`config.mk`:
```
export PLATFORM = sky130hd
export DESIGN_NAME = dbg_cmd_engine
export DESIGN_NICKNAME = d
export VERILOG_FILES = /design/src/rtl/dbg_cmd_engine.sv
export SDC_FILE = /design/constraint.sdc
export NUM_CORES = 1
export LEC_CHECK = 0
export ABC_CLOCK_PERIOD_IN_PS = 5290
export BUFFER_PORTS_ARGS = -buffer_cell sky130_fd_sc_hd__buf_2
export CORE_ASPECT_RATIO = 1.5
export CORE_UTILIZATION = 28
export DETAILED_ROUTE_END_ITERATION = 6
export PLACE_DENSITY_LB_ADDON = 0.15
export SKIP_CTS_REPAIR_TIMING = 1
export SYNTH_ARGS = -nofsm -noshare
export SYNTH_HDL_FRONTEND = slang
export SYNTH_SLANG_ARGS = --single-unit
```
`constraint.sdc`:
```
create_clock -name clk -period 5.29 [get_ports clk]
set_input_delay 0.7935 -clock clk [delete_from_list [all_inputs] [get_ports clk]]
set_output_delay 0.7935 -clock clk [all_outputs]
set_load 0.1 [all_outputs]
```
`src/rtl/dbg_cmd_engine.sv`:
```
module dbg_cmd_engine #(
  parameter int AW = 32,
  parameter int DW = 32,
  parameter int RIW = 4,
  parameter int FCW = 3,
  parameter int RST_CYCLES = 512
) (
  input  logic           clk,
  input  logic           rst_n,
  input  logic           cmd_valid,
  input  logic [3:0]     cmd_op,
  input  logic [RIW-1:0] cmd_reg,
  input  logic [1:0]     cmd_size,
  input  logic [AW-1:0]  cmd_addr,
  input  logic [DW-1:0]  cmd_data,
  output logic           busy,
  output logic           rsp_valid,
  output logic           rsp_illegal,
  output logic [DW-1:0]  rsp_data,
  output logic           rf_en,
  output logic           rf_we,
  output logic           rf_sys,
  output logic [RIW-1:0] rf_idx,
  output logic [DW-1:0]  rf_wdata,
  input  logic [DW-1:0]  rf_rdata,
  input  logic [FCW-1:0] sfc,
  input  logic [FCW-1:0] dfc,
  input  logic [AW-1:0]  cur_pc,
  input  logic [AW-1:0]  cur_sp,
  output logic           mem_req,
  output logic           mem_we,
  output logic [1:0]     mem_size,
  output logic [FCW-1:0] mem_fc,
  output logic [AW-1:0]  mem_addr,
  output logic [DW-1:0]  mem_wdata,
  input  logic           mem_ack,
  input  logic [DW-1:0]  mem_rdata,
  output logic           pipe_flush,
  output logic           core_release,
  output logic           pc_load,
  output logic [AW-1:0]  pc_value,
  output logic           periph_rst
);

  localparam int CW = $clog2(RST_CYCLES + 1);
  localparam logic [3:0] OP_NOP = 4'd0, OP_RREG = 4'd1, OP_WREG = 4'd2,
                         OP_RSYS = 4'd3, OP_WSYS = 4'd4, OP_READ = 4'd5,
                         OP_WRITE = 4'd6, OP_DUMP = 4'd7, OP_FILL = 4'd8,
                         OP_GO = 4'd9, OP_CALL = 4'd10, OP_RST = 4'd11;

  typedef enum logic [2:0] {S_IDLE, S_DEC, S_REG, S_MEM, S_FLUSH, S_RSP} st_t;

  st_t            state;
  logic [3:0]     op_q;
  logic [RIW-1:0] reg_q;
  logic [1:0]     size_q;
  logic [AW-1:0]  addr_q;
  logic [DW-1:0]  data_q;
  logic           blocked_q;
  logic           ill_q;
  logic [DW-1:0]  res_q;
  logic [AW-1:0]  blk_addr;
  logic [1:0]     blk_size;
  logic           rd_chain, wr_chain;
  logic [CW-1:0]  rst_cnt;
  logic           mwe_q;
  logic [1:0]     msize_q;
  logic [FCW-1:0] mfc_q;
  logic [AW-1:0]  maddr_q;
  logic [DW-1:0]  mwdata_q;

  function automatic logic [DW-1:0] size_mask(input logic [1:0] sz);
    case (sz)
      2'd0:    size_mask = DW'(8'hFF);
      2'd1:    size_mask = DW'(16'hFFFF);
      default: size_mask = '1;
    endcase
  endfunction

  wire [AW-1:0] step     = AW'(1) << blk_size;
  wire [AW-1:0] blk_next = blk_addr + step;
  wire is_rw    = (op_q == OP_READ) || (op_q == OP_WRITE);
  wire is_block = (op_q == OP_DUMP) || (op_q == OP_FILL);
  wire is_reg   = (op_q == OP_RREG) || (op_q == OP_WREG) ||
                  (op_q == OP_RSYS) || (op_q == OP_WSYS);
  wire is_mem   = is_rw || is_block || (op_q == OP_CALL);
  wire illegal  = blocked_q || (op_q > OP_RST) ||
                  (is_rw && size_q == 2'd3) ||
                  (op_q == OP_DUMP && !rd_chain) ||
                  (op_q == OP_FILL && !wr_chain);

  assign busy        = state != S_IDLE;
  assign rsp_valid   = state == S_RSP;
  assign rsp_illegal = ill_q;
  assign rsp_data    = res_q;

  assign rf_en    = state == S_REG;
  assign rf_we    = (op_q == OP_WREG) || (op_q == OP_WSYS);
  assign rf_sys   = (op_q == OP_RSYS) || (op_q == OP_WSYS);
  assign rf_idx   = reg_q;
  assign rf_wdata = data_q;

  assign mem_req   = state == S_MEM;
  assign mem_we    = mwe_q;
  assign mem_size  = msize_q;
  assign mem_fc    = mfc_q;
  assign mem_addr  = maddr_q;
  assign mem_wdata = mwdata_q;

  assign pipe_flush   = state == S_FLUSH;
  assign core_release = rsp_valid && !ill_q && (op_q == OP_GO || op_q == OP_CALL);
  assign pc_load      = rsp_valid && !ill_q && (op_q == OP_CALL);
  assign pc_value     = addr_q;
  assign periph_rst   = rst_cnt != '0;

  always_ff @(posedge clk or negedge rst_n) begin
    if (!rst_n) begin
      state     <= S_IDLE;
      op_q      <= OP_NOP;
      reg_q     <= '0;
      size_q    <= '0;
      addr_q    <= '0;
      data_q    <= '0;
      blocked_q <= 1'b0;
      ill_q     <= 1'b0;
      res_q     <= '0;
      blk_addr  <= '0;
      blk_size  <= '0;
      rd_chain  <= 1'b0;
      wr_chain  <= 1'b0;
      mwe_q     <= 1'b0;
      msize_q   <= '0;
      mfc_q     <= '0;
      maddr_q   <= '0;
      mwdata_q  <= '0;
    end else begin
      case (state)
        S_IDLE: if (cmd_valid) begin
          op_q      <= cmd_op;
          reg_q     <= cmd_reg;
          size_q    <= cmd_size;
          addr_q    <= cmd_addr;
          data_q    <= cmd_data;
          blocked_q <= periph_rst;
          ill_q     <= 1'b0;
          res_q     <= '0;
          state     <= S_DEC;
        end
        S_DEC: begin
          rd_chain <= !illegal && (op_q == OP_READ || op_q == OP_DUMP);
          wr_chain <= !illegal && (op_q == OP_WRITE || op_q == OP_FILL);
          if (illegal) begin
            ill_q <= 1'b1;
            state <= S_RSP;
          end else begin
            mwe_q    <= (op_q == OP_WRITE) || (op_q == OP_FILL) || (op_q == OP_CALL);
            mfc_q    <= (op_q == OP_READ || op_q == OP_DUMP) ? sfc : dfc;
            mwdata_q <= (op_q == OP_CALL) ? DW'(cur_pc) : data_q;
            if (is_rw) begin
              blk_addr <= addr_q;
              blk_size <= size_q;
              maddr_q  <= addr_q;
              msize_q  <= size_q;
            end else if (is_block) begin
              blk_addr <= blk_next;
              maddr_q  <= blk_next;
              msize_q  <= blk_size;
            end else begin
              maddr_q  <= cur_sp;
              msize_q  <= 2'd2;
            end
            if (is_reg)                state <= S_REG;
            else if (is_mem)           state <= S_MEM;
            else if (op_q == OP_GO)    state <= S_FLUSH;
            else                       state <= S_RSP;
          end
        end
        S_REG: begin
          if (!rf_we) res_q <= rf_rdata;
          state <= S_RSP;
        end
        S_MEM: if (mem_ack) begin
          if (!mwe_q) res_q <= mem_rdata & size_mask(msize_q);
          state <= S_RSP;
        end
        S_FLUSH: state <= S_RSP;
        default: state <= S_IDLE;
      endcase
    end
  end

  always_ff @(posedge clk or negedge rst_n) begin
    if (!rst_n)
      rst_cnt <= '0;
    else if (state == S_DEC && op_q == OP_RST && !illegal)
      rst_cnt <= CW'(RST_CYCLES);
    else if (rst_cnt != '0)
      rst_cnt <= rst_cnt - 1'b1;
  end

  a_r12_rsp_while_busy: assert property (@(posedge clk) disable iff (!rst_n)
    rsp_valid |-> busy);
  a_r12_accept_needs_strobe: assert property (@(posedge clk) disable iff (!rst_n)
    $rose(busy) |-> $past(cmd_valid));
  a_r12_rsp_single: assert property (@(posedge clk) disable iff (!rst_n)
    rsp_valid |=> !rsp_valid);
  a_r1_one_activity: assert property (@(posedge clk) disable iff (!rst_n)
    $onehot0({mem_req, rf_en, pipe_flush, rsp_valid}));
  a_r8_refused_quiet: assert property (@(posedge clk) disable iff (!rst_n)
    (state == S_DEC && illegal) |=> !mem_req && !rf_en && !pipe_flush);
  a_r4_bus_hold: assert property (@(posedge clk) disable iff (!rst_n)
    (mem_req && !mem_ack) |=> mem_req && $stable(mem_addr) && $stable(mem_fc)
                              && $stable(mem_we) && $stable(mem_size));
  a_r9_rst_from_cmd: assert property (@(posedge clk) disable iff (!rst_n)
    $rose(periph_rst) |-> $past(state == S_DEC));
  a_r9_core_untouched: assert property (@(posedge clk) disable iff (!rst_n)
    periph_rst |-> !pipe_flush && !pc_load && !core_release);
  a_r10_release_follows: assert property (@(posedge clk) disable iff (!rst_n)
    pipe_flush |=> core_release && rsp_valid);

endmodule

```
==> impl_results.md <==
* Crit path from: op_q[2]
* Hold Vio Cnt, Final at 0
* Most common flop cell mapped by yosys: dfrtp_1
* Post-Synth Simple-Gate Area at 13.0%
* Die area at 40400 sq um
* Synth unique cells at 74
* Yosys top cell area share at 51.2%
* Total negative slack at 0 ns
* Die height at 246 microns
* DR iter-0 viols at 362
* Setup CP Type: register to output port
* Clk sink count at 227
* CP top delay family: buffers and inverters
* Hold Crit Class: input pin to async pin
* Syn_nets at 1287
* Final net count at 1646
* Num CTS Buffers at 26
* Crit-path slowest cell: dfrtp_1
* Post-synthesis mux area share at 11.2%
* H-Tree Depth at 1
* Fmax at 272 MHz
* Cell Area, Synth at 11100 sq um
* I/O Buffers at 392
* Slew @ Worst Pin at 0.941 ns
* Residual DRC at 0
* Cell accounting for the most synthesized area: dfrtp_1
* CTS tree: yes
* Reg2reg path depth at 7
* Vias in the first global route at 9591
* Final estimated routing congestion in global placement at 0.820
* Routed Antenna Nets at 0
* Worst path max stage delay at 0.52 ns
* Compound-cell area share of the yosys netlist at 17.4%
* Setup crit end kind: output port
* R2R Setup Slk at 1.91 ns
* Top cells by area, synth: dfrtp_1, mux2_2, nand2_1
* CTS max path bufs at 3
* Vias at 9461
* Most common cell in the netlist: dfrtp_1
* Mapped Cells at 1069
* Share of cells above drive strength 1 at 39.0%
* Slew margin rel. at 37.3%
* Number of synthesized flops with an enable pin at 0
* Layout area overhead at 28.7%
* Worst r2r dst: blk_addr[10]
* Final period util at 69.4%
* Asr flop ratio synth at 100%
* GRT overflow at 0
* Io pins at 393
* Width of the die at 165 microns
* Crit path to: pc_load
* Total of max-cap violations at 0
* CP startpoint kind: register
* GRT Util Overall at 17.5%
* Via-to-Cell Ratio at 4.88
* Crit path DAT at 2.88 ns
* Largest family of logic cells by synthesized area: compound AO/OA/AOI/OAI gates
* Post-layout min period at 3.67 ns
* XOR/XNOR Fraction of Synth Area at 2.61%
* Wire per inst at 18.4 microns
* Yosys Warn Count at 0
* Outcome: complete, no violations
* #FFs+latches synth at 227
* Layout Skew at 0.00977 ns
* Top cells by count, synth: dfrtp_1, nand2_1, o21ai_0, mux2_2, nor2_1
* Sequential fraction of the synthesis area at 51.2%
* Final setup violation count at 0
* Largest net degree at the start of global routing at 95
* CTS Root Cell: clkbuf_16
* WL final at 35700 microns
* CP Buf/Inv Count at 2
* First-pass iteration count of the detailed router at 4
* Initial antenna violation count at 4
* RR Startpoint: state[0]
* Stages on worst setup path at 5
* Post-Synth Adder-Cell Area at 0.745%
* Fin. max-slew vios at 0
* Std-Cell Rows at 88
* Crit path max fanout at 33
* Initial Util at 28.6%
* Worst Path Required at 4.50 ns
* Clk Latency, worst-skew pair at 0.54 ns
* Mean post-synth cell area at 10.4 sq um
* RSZ-0062 raised after global routing: false
* Core ar. at 38800 sq um
* Cells along the critical path: nand2b_1 -> nor3b_2 -> buf_4 -> and3_1 -> buf_2
* CTS clk-pin slew, worst paths at 0.06 ns
* Detail Placement HPWL at 25900 microns
* First-pass GRT wire length at 55100 microns
==> cells by family (layout without fill, tap and decap cells) <==
kind of cell / count (synthesis) / in the layout
and+or+nand+nor: 303 / 303
DFF: 227 / 227
xor gates and xnor gates: 33 / 33
other: 0 / 1
buffers and inverters: 90 / 463
adders and majority gates: 6 / 6
muxes: 114 / 114
AOI/OAI and AO/OA: 296 / 296
==> flip-flops by register name (all words and copies together) (netlist names), 4 cells and up <==
name and cells:
rsp_data 32, rf_wdata 32, pc_value 32, blk_addr 32
mem_addr 32, rf_idx 4, op_q 4, rst_cnt 10
mem_wdata 32
==> final cells by class <==
class                   count  area (sq um)
clock buffers              36           749
repair buffers            410          2120
diodes                      1          2.50
well taps                 495           619
inverters                  11          41.3
flip-flops and latches    227          5680
multi-input cells         752          5020
fillers                  4021         24500
clock inverters             6          37.5
==> layout by cell type, fill, tap and decap left out, drive strengths merged, types with 8 or more instances in the layout <==
cell type / n
a211oi: 8
a21oi: 41
a22oi: 41
a2bb2oi: 11
and3: 10
buf: 410
clkbuf: 36
dfrtp: 227
inv: 11
mux2: 78
mux2i: 36
nand2: 140
nand3: 18
nor2: 72
nor3: 15
nor4: 8
o21ai: 116
o221ai: 13
o22ai: 24
xnor2: 14
xor2: 19
==> worst min path at each step <==
stage          slack, ns         start  depth (start not counted)            to
4_1_cts             0.28         rst_n                          1     rf_idx[1]
3_3_place_gp        0.46  mem_wdata[8]                          2  mem_wdata[8]
3_5_place_dp        0.46  rsp_data[11]                          2  rsp_data[11]
5_1_grt             0.30         rst_n                          1     rf_idx[1]
2_1_floorplan       0.46   blk_addr[2]                          2   blk_addr[2]
6_report            0.24         rst_n                          1     rf_idx[1]
==> metrics by stage <==
step           instance area, sq um  util, %  hold WS [ns]  std cells  setup WS, ns
2_1_floorplan                 11100        -         0.456       1069         0.481
3_3_place_gp                  13500     34.8         0.457       1895          1.89
3_5_place_dp                  13500     34.8         0.465       1895          1.88
4_1_cts                       14300     36.8         0.278       1937          1.56
5_1_grt                       14300     36.8         0.300       1938          1.48
6_report                      14300     36.8         0.242       1938          1.62
==> worst register-to-register path, delay by kind of cell (launching register included) <==
kind	cells	cell delay (ns)
compound gates	3	1.15
simple gates	3	1.33
flops	1	0.52
buf+inv	1	0.31
==> routing by layer <==
layer	global-route usage (%)	vias up	wire, microns
met5	0	-	29
met3	3.17	49	1870
met1	20.0	4576	13900
met2	32.5	263	19100
met4	5.15	4	795
li1	-	4569	-
Power is left out: the tool's default activity adds up to more than one toggle a clock period on the data nets, which glitch-free logic cannot reach.
